File: src/rtl/sar_seq_pkg.sv
package sar_seq_pkg;

    typedef enum logic [2:0] {
        ST_ZERO,
        ST_OFFS,
        ST_GAIN,
        ST_SAMP,
        ST_TRIAL,
        ST_XFER
    } sect_state_e;

    localparam int SLOT_SAMP   = 3;
    localparam int SLOT_TRIAL0 = 4;

    // State occupied by a section at a given local slot
    function automatic sect_state_e slot_state(input int slot, input int bits);
        sect_state_e st;
        if (slot == 0)                        st = ST_ZERO;
        else if (slot == 1)                   st = ST_OFFS;
        else if (slot == 2)                   st = ST_GAIN;
        else if (slot == SLOT_SAMP)           st = ST_SAMP;
        else if (slot < SLOT_TRIAL0 + bits)   st = ST_TRIAL;
        else                                  st = ST_XFER;
        return st;
    endfunction

    // Bit under trial at a given local slot (MSB first)
    function automatic int slot_bit(input int slot, input int bits);
        int b;
        if (slot >= SLOT_TRIAL0 && slot < SLOT_TRIAL0 + bits)
            b = bits - 1 - (slot - SLOT_TRIAL0);
        else
            b = bits - 1;
        return b;
    endfunction

endpackage

File: src/rtl/sar_phase_ctr.sv
module sar_phase_ctr #(
    parameter int FRAME = 16,
    localparam int PH_W = $clog2(FRAME)
) (
    input  logic            clk,
    input  logic            rst,
    output logic [PH_W-1:0] phase_o
);

    logic [PH_W-1:0] phase_q;
    logic [PH_W-1:0] phase_d;

    always_comb begin
        if (phase_q == PH_W'(FRAME - 1))
            phase_d = '0;
        else
            phase_d = phase_q + 1'b1;
    end

    always_ff @(posedge clk) begin
        if (rst)
            phase_q <= '0;
        else
            phase_q <= phase_d;
    end

    assign phase_o = phase_q;

endmodule

File: src/rtl/sar_section.sv
module sar_section
    import sar_seq_pkg::*;
#(
    parameter int BITS       = 11,
    parameter int START_SLOT = 0,
    localparam int BIT_W     = $clog2(BITS)
) (
    input  logic            clk,
    input  logic            rst,
    input  logic            cmp_i,
    output logic            sample_o,
    output logic            cal_o,
    output logic            trial_o,
    output logic [BITS-1:0] trial_code_o,
    output logic            xfer_o,
    output logic [BITS-1:0] word_o
);

    localparam sect_state_e      RST_STATE = slot_state(START_SLOT, BITS);
    localparam logic [BIT_W-1:0] RST_BIT   = BIT_W'(slot_bit(START_SLOT, BITS));
    localparam logic [BIT_W-1:0] TOP_BIT   = BIT_W'(BITS - 1);

    sect_state_e      state_q, state_d;
    logic [BIT_W-1:0] bit_q,   bit_d;
    logic [BITS-1:0]  sar_q,   sar_d;
    logic             primed_q, primed_d;

    // Next-state and register-update logic
    always_comb begin
        state_d  = state_q;
        bit_d    = bit_q;
        sar_d    = sar_q;
        primed_d = primed_q;
        unique case (state_q)
            ST_ZERO:  state_d = ST_OFFS;
            ST_OFFS:  state_d = ST_GAIN;
            ST_GAIN:  state_d = ST_SAMP;
            ST_SAMP: begin
                sar_d    = '0;
                primed_d = 1'b1;
                bit_d    = TOP_BIT;
                state_d  = ST_TRIAL;
            end
            ST_TRIAL: begin
                sar_d[bit_q] = cmp_i;
                if (bit_q == '0)
                    state_d = ST_XFER;
                else
                    bit_d = bit_q - 1'b1;
            end
            ST_XFER:  state_d = ST_ZERO;
            default:  state_d = ST_ZERO;
        endcase
    end

    // State register
    always_ff @(posedge clk) begin
        if (rst) begin
            state_q  <= RST_STATE;
            bit_q    <= RST_BIT;
            sar_q    <= '0;
            primed_q <= 1'b0;
        end else begin
            state_q  <= state_d;
            bit_q    <= bit_d;
            sar_q    <= sar_d;
            primed_q <= primed_d;
        end
    end

    // Moore outputs
    always_comb begin
        sample_o     = 1'b0;
        cal_o        = 1'b0;
        trial_o      = 1'b0;
        trial_code_o = '0;
        xfer_o       = 1'b0;
        unique case (state_q)
            ST_ZERO, ST_OFFS, ST_GAIN: cal_o = 1'b1;
            ST_SAMP:  sample_o = 1'b1;
            ST_TRIAL: begin
                trial_o      = 1'b1;
                trial_code_o = sar_q | (BITS'(1) << bit_q);
            end
            ST_XFER:  xfer_o = primed_q;
            default:  cal_o = 1'b0;
        endcase
    end

    assign word_o = sar_q;

endmodule

File: src/rtl/sar_done_mux.sv
module sar_done_mux #(
    parameter int N_SECT = 8,
    parameter int BITS   = 11,
    localparam int SEL_W = $clog2(N_SECT)
) (
    input  logic [N_SECT-1:0]      xfer_i,
    input  logic [N_SECT*BITS-1:0] words_i,
    output logic                   vld_o,
    output logic [SEL_W-1:0]       sect_o,
    output logic [BITS-1:0]        word_o
);

    logic [BITS-1:0] raw;

    always_comb begin
        raw    = '0;
        sect_o = '0;
        for (int i = 0; i < N_SECT; i++) begin
            if (xfer_i[i]) begin
                raw    = words_i[i*BITS +: BITS];
                sect_o = SEL_W'(i);
            end
        end
    end

    assign vld_o  = |xfer_i;
    assign word_o = raw[BITS-1] ? '1 : raw;

endmodule

File: src/rtl/sar_interleave_seq.sv
module sar_interleave_seq
    import sar_seq_pkg::*;
#(
    parameter int N_SECT  = 8,
    parameter int BITS    = 11,
    parameter int STAGGER = 2,
    localparam int FRAME  = BITS + 5,
    localparam int PH_W   = $clog2(FRAME),
    localparam int SEL_W  = $clog2(N_SECT)
) (
    input  logic                   clk,
    input  logic                   rst,
    input  logic [N_SECT-1:0]      cmp_i,
    output logic [PH_W-1:0]        phase_o,
    output logic [N_SECT-1:0]      sample_o,
    output logic [N_SECT-1:0]      cal_o,
    output logic [N_SECT-1:0]      trial_o,
    output logic [N_SECT*BITS-1:0] trial_code_o,
    output logic                   done_o,
    output logic [SEL_W-1:0]       done_sect_o,
    output logic [BITS-1:0]        done_word_o
);

    logic [N_SECT-1:0]      xfer;
    logic [N_SECT*BITS-1:0] words;

    sar_phase_ctr #(.FRAME(FRAME)) u_phase (
        .clk     (clk),
        .rst     (rst),
        .phase_o (phase_o)
    );

    for (genvar g = 0; g < N_SECT; g++) begin : g_sect
        localparam int START = (FRAME - ((STAGGER * g) % FRAME)) % FRAME;
        sar_section #(
            .BITS       (BITS),
            .START_SLOT (START)
        ) u_sect (
            .clk          (clk),
            .rst          (rst),
            .cmp_i        (cmp_i[g]),
            .sample_o     (sample_o[g]),
            .cal_o        (cal_o[g]),
            .trial_o      (trial_o[g]),
            .trial_code_o (trial_code_o[g*BITS +: BITS]),
            .xfer_o       (xfer[g]),
            .word_o       (words[g*BITS +: BITS])
        );
    end

    sar_done_mux #(.N_SECT(N_SECT), .BITS(BITS)) u_done (
        .xfer_i  (xfer),
        .words_i (words),
        .vld_o   (done_o),
        .sect_o  (done_sect_o),
        .word_o  (done_word_o)
    );

endmodule

File: config.mk
export PLATFORM = sky130hd
export DESIGN_NAME = sar_interleave_seq
export DESIGN_NICKNAME = d
export VERILOG_FILES = /design/src/rtl/sar_seq_pkg.sv /design/src/rtl/sar_phase_ctr.sv /design/src/rtl/sar_section.sv /design/src/rtl/sar_done_mux.sv /design/src/rtl/sar_interleave_seq.sv
export SDC_FILE = /design/constraint.sdc
export NUM_CORES = 1
export LEC_CHECK = 0
export ABC_AREA = 1
export CAP_MARGIN = 15
export CELL_PAD_IN_SITES_DETAIL_PLACEMENT = 1
export CELL_PAD_IN_SITES_GLOBAL_PLACEMENT = 2
export CORE_UTILIZATION = 35
export CTS_CLUSTER_DIAMETER = 30
export DETAILED_ROUTE_END_ITERATION = 7
export DONT_BUFFER_PORTS = 1
export GPL_ROUTABILITY_DRIVEN = 0
export HOLD_SLACK_MARGIN = 0.12
export PLACE_DENSITY_LB_ADDON = 0.1
export SLEW_MARGIN = 30
export SYNTH_ARGS = -nofsm -noshare
export SYNTH_HDL_FRONTEND = slang
export SYNTH_SLANG_ARGS = --single-unit
File: constraint.sdc
create_clock -name clk -period 4.15 [get_ports clk]
set_input_delay 0.83 -clock clk [delete_from_list [all_inputs] [get_ports clk]]
set_output_delay 0.83 -clock clk [all_outputs]
set_load 0.005 [all_outputs]
==> impl_metrics.env <==
export IMPL_run_status="finished, final reports clean"
export IMPL_worstHoldPathType="input port to register"
export IMPL_diodes=0
export IMPL_core_area_um2=27200
export IMPL_met2RoutedLength_mm=14.1
export IMPL_met3WireLength_mm=1.47
export IMPL_crit_path_cell_chain="inv_1, nor2_1, nand2_1, nand2_1, nand2_1, nand4_1, nand2_1, nand2_1, nand2_1, a21oi_2, nand2_1"
export IMPL_grt_antenna_before_repair=0
export IMPL_detail_route_wirelength_mm=32.2
export IMPL_cts_sinks=156
export IMPL_via_count=9247
export IMPL_ys_warnings_count=0
export IMPL_leakage_power_nw=4.19
export IMPL_holdPathStages=1
export IMPL_port_buffers=0
export IMPL_p_comb_frac=0.403
export IMPL_max_freq_mhz=260
export IMPL_mean_instance_size_in_the_synthesized_netlist_um2=6.47
export IMPL_timing_reg2reg_worst_path_depth=10
export IMPL_timing_critical_path_slowest_stage_cell="a21oi_2"
export IMPL_cp_start_kind="register"
export IMPL_ctsRootBufferMaster="clkbuf_16"
export IMPL_clk_path_buf_depth=2
export IMPL_post_cts_buffers=0
export IMPL_synth_fa_ha_area_frac=0.0526
export IMPL_die_h_um=169
export IMPL_antenna_violating_nets_post_route=0
export IMPL_grt_overflow=0
export IMPL_initial_core_util=0.359
export IMPL_post_synth_xor_area_fraction=0.00269
export IMPL_synth_top_flop_cell="dfxtp_1"
export IMPL_utilization=0.382
export IMPL_cts_htree_levels=4
export IMPL_internal_power_mw=3.30
export IMPL_crit_buf_inv=1
export IMPL_drt_drc_violations_left=0
export IMPL_worst_endpoint_required_ps=3320
export IMPL_grt_setup_unrepaired="false"
export IMPL_yosys_cell_types_count=42
export IMPL_synth_top_family_by_area="simple AND/OR/NAND/NOR gates"
export IMPL_placement_rows=60
export IMPL_drtIter0Drc=410
export IMPL_crit_family="simple AND/OR/NAND/NOR gates"
export IMPL_grtUsageTotal=0.230
export IMPL_r2r_end="g_sect[1].u_sect.bit_q[3]"
export IMPL_pin_count_of_the_biggest_net_entering_global_routing=122
export IMPL_filler_cell_count=3559
export IMPL_crit_path_capture_type="output pin"
export IMPL_worst_hold_startpoint="rst"
export IMPL_critical_path_max_fanout=13
export IMPL_hold_viol_final=0
export IMPL_final_setup_skew_ps=10.9
export IMPL_worst_setup_path_type="register to output pin"
export IMPL_hold_path_end="g_sect[6].u_sect.word_o[7]"
export IMPL_nNetsFinal=1495
export IMPL_die_x_um=169
export IMPL_max_cap_violations=0
export IMPL_synth_yosys_seq_area_share=0.320
export IMPL_dp_hpwl_mm=23.7
export IMPL_critical_path_max_stage_delay_ps=560
export IMPL_synthesis_nets=1558
export IMPL_yosys_area_share_simple=0.277
export IMPL_cts_tree="yes"
export IMPL_peakVddDrop_v=0.000316
export IMPL_quantity_of_gates_resized_following_cts=0
export IMPL_power_net_switching_mw=2.72
export IMPL_final_min_period_over_clock_period=0.927
export IMPL_max_slew_margin_rel=0.509
export IMPL_top_layer_used="met4"
export IMPL_reg_power_frac=0.341
export IMPL_worst_ep_arrival_time_ps=3020
export IMPL_reg2reg_setup_slack_ps=1780
export IMPL_flow_area_growth_from_synthesis_pct=6.48
export IMPL_mappedNetlistArea_um2=9760
export IMPL_power_share_clock=0.256
export IMPL_drt_pass1_iter_count=4
export IMPL_number_of_cells_produced_by_synthesis=1507
export IMPL_drive_gt1_frac=0.0467
export IMPL_cts_buffers_inserted=17
export IMPL_met1Wirelength_mm=16.0
export IMPL_totalNegativeSetupSlack_ps=0
export IMPL_wl_per_cell_um=17.6
export IMPL_post_drt_via_cell_ratio=5.06
export IMPL_i_o_pin_cnt=141
export IMPL_post_synthesis_compound_gate_area_fraction=0.180
export IMPL_cts_hold_buffers=0
export IMPL_grt_first_pass_wirelength_mm=51.3
export IMPL_synth_edff_count=0
export IMPL_cpMostUsedCell="nand2_1"
export IMPL_final_max_slew_viol_count=0
export IMPL_ys_seq_elements=156
export IMPL_first_global_vias=9307
export IMPL_clk_insertion_delay_late_ps=430
export IMPL_timing_worst_slew_pin_value_ps=736
export IMPL_power_switching_fraction=0.451
export IMPL_muxShareOfSynthArea=0
export IMPL_power_density_cell_area_nw_per_um2=580
export IMPL_min_period_ps=3850
export IMPL_async_flop_share=0
export IMPL_post_cts_clock_slew_at_the_launch_and_capture_registers_of_the_worst_setup_and_hold_paths_ps=70
export IMPL_timing_rr_start="g_sect[1].u_sect.state_q[0]"
export IMPL_fp_dieArea_um2=28500
export IMPL_setup_viol=0
[Yosys cell counts, types with 4 or more instances]
| library cell | instances | area share |
|---|---|---|
| nand2_1 | 185 | 0.071 |
| nor3_1 | 147 | 0.075 |
| a22oi_1 | 68 | 0.052 |
| nor3b_1 | 6 | 0.0046 |
| o22ai_1 | 11 | 0.0071 |
| ha_1 | 41 | 0.053 |
| nand3_1 | 53 | 0.027 |
| dfxtp_1 | 156 | 0.32 |
| clkbuf_1 | 46 | 0.018 |
| o21ai_0 | 42 | 0.022 |
| nand4_1 | 7 | 0.0045 |
| o21a_1 | 4 | 0.0031 |
| nor3_2 | 5 | 0.0051 |
| buf_4 | 25 | 0.019 |
| inv_1 | 309 | 0.12 |
| a211oi_1 | 11 | 0.0085 |
| inv_2 | 4 | 0.0015 |
| nand2_2 | 4 | 0.0026 |
| a21oi_1 | 139 | 0.071 |
| nor2_1 | 190 | 0.073 |
| buf_2 | 15 | 0.0077 |
| buf_1 | 4 | 0.0015 |
[power groups by stage]
stage / sequential, mW / combinational [mW] / clock [mW]
floorplan: 2.01 / 1.95 / 0
global route: 2.10 / 2.77 / 1.64
CTS: 2.06 / 2.45 / 1.59
global placement: 2.08 / 2.40 / 0
detailed placement: 2.09 / 2.43 / 0
finish: 2.05 / 2.43 / 1.54
[metrics by stage]
| stage | worst slack, ps | instances | total power [mW] | hold WS (ps) | cell area [µm²] |
|---|---|---|---|---|---|
| 2_1_floorplan | 1990 | 1507 | 3.96 | 441 | 9760 |
| 3_3_place_gp | 830 | 1797 | 4.48 | 451 | 9830 |
| 3_5_place_dp | 773 | 1797 | 4.52 | 464 | 9830 |
| 4_1_cts | 270 | 1829 | 6.10 | 444 | 10400 |
| 5_1_grt | 10.3 | 1829 | 6.51 | 452 | 10400 |
| 6_report | 302 | 1829 | 6.02 | 471 | 10400 |
[registers in the layout, indices dropped and copies added, names as in the netlist]
name,cells
u_phase.phase_o,4
g_sect.u_sect.state_q,24
g_sect.u_sect.word_o,88
g_sect.u_sect.primed_q,8
g_sect.u_sect.bit_q,32
[how the worst max path moves through the flow]
stage	startpoint	endpoint	slack, ps	cells after the start
global placement	g_sect[1].u_sect.state_q[0]	done_word_o[4]	830	11
detailed placement	g_sect[1].u_sect.state_q[0]	done_word_o[5]	770	11
global route	g_sect[1].u_sect.state_q[0]	done_word_o[6]	10	11
CTS	g_sect[1].u_sect.state_q[0]	done_word_o[5]	270	11
floorplan	g_sect[4].u_sect.state_q[0]	done_word_o[0]	1990	10
finish	g_sect[1].u_sect.state_q[0]	done_word_o[5]	300	11
[worst register-to-register path, stage by stage (launching register included)]
cell and delay [ps]:
dfxtp_1 340, nor2_1 160, nand2_1 300, buf_4 290, inv_1 380, nand2_1 220, nand2_1 190, nand4_1 130
nor2_1 110, nor2_1 50, a21oi_1 110
[layout make-up]
type                       count  area, µm²  share of cell area
timing repair buffer           9       67.6             0.00650
clock inverter                14        121              0.0117
multi-input combinational    946       4990               0.481
inverter                     314       1180               0.113
clock buffer                  18        439              0.0423
sequential                   156       3120               0.301
tap                          372        465              0.0448
[layout by cell type (no fill, tap or decap), types with 4 or more instances in the layout]
cell type / instances
nor3_2: 5
a22oi_1: 68
dfxtp_1: 156
nand4_1: 7
o21ai_0: 42
a21oi_1: 139
nand2_2: 4
nand2_1: 185
nor2_1: 190
inv_2: 5
nor3_1: 147
o22ai_1: 11
ha_1: 41
nand3_1: 53
nor3b_1: 6
clkinv_2: 5
buf_4: 9
inv_1: 308
clkbuf_16: 17
o21a_1: 4
a211oi_1: 11
[layer usage]
layer,global-route usage,vias to the layer above
met5,0,-
met4,0.0680,0
met3,0.0531,22
met2,0.360,138
met1,0.313,4396
li1,-,4691
[cells by family (layout without fill, tap and decap cells)]
logic type	count (synthesis)	in the layout
simple gates	608	608
xor+xnor	3	3
flops	156	156
compound gates	294	294
buf+inv	405	355
fa+ha+maj	41	41
Note: power is estimated with default switching activity, not from simulation.
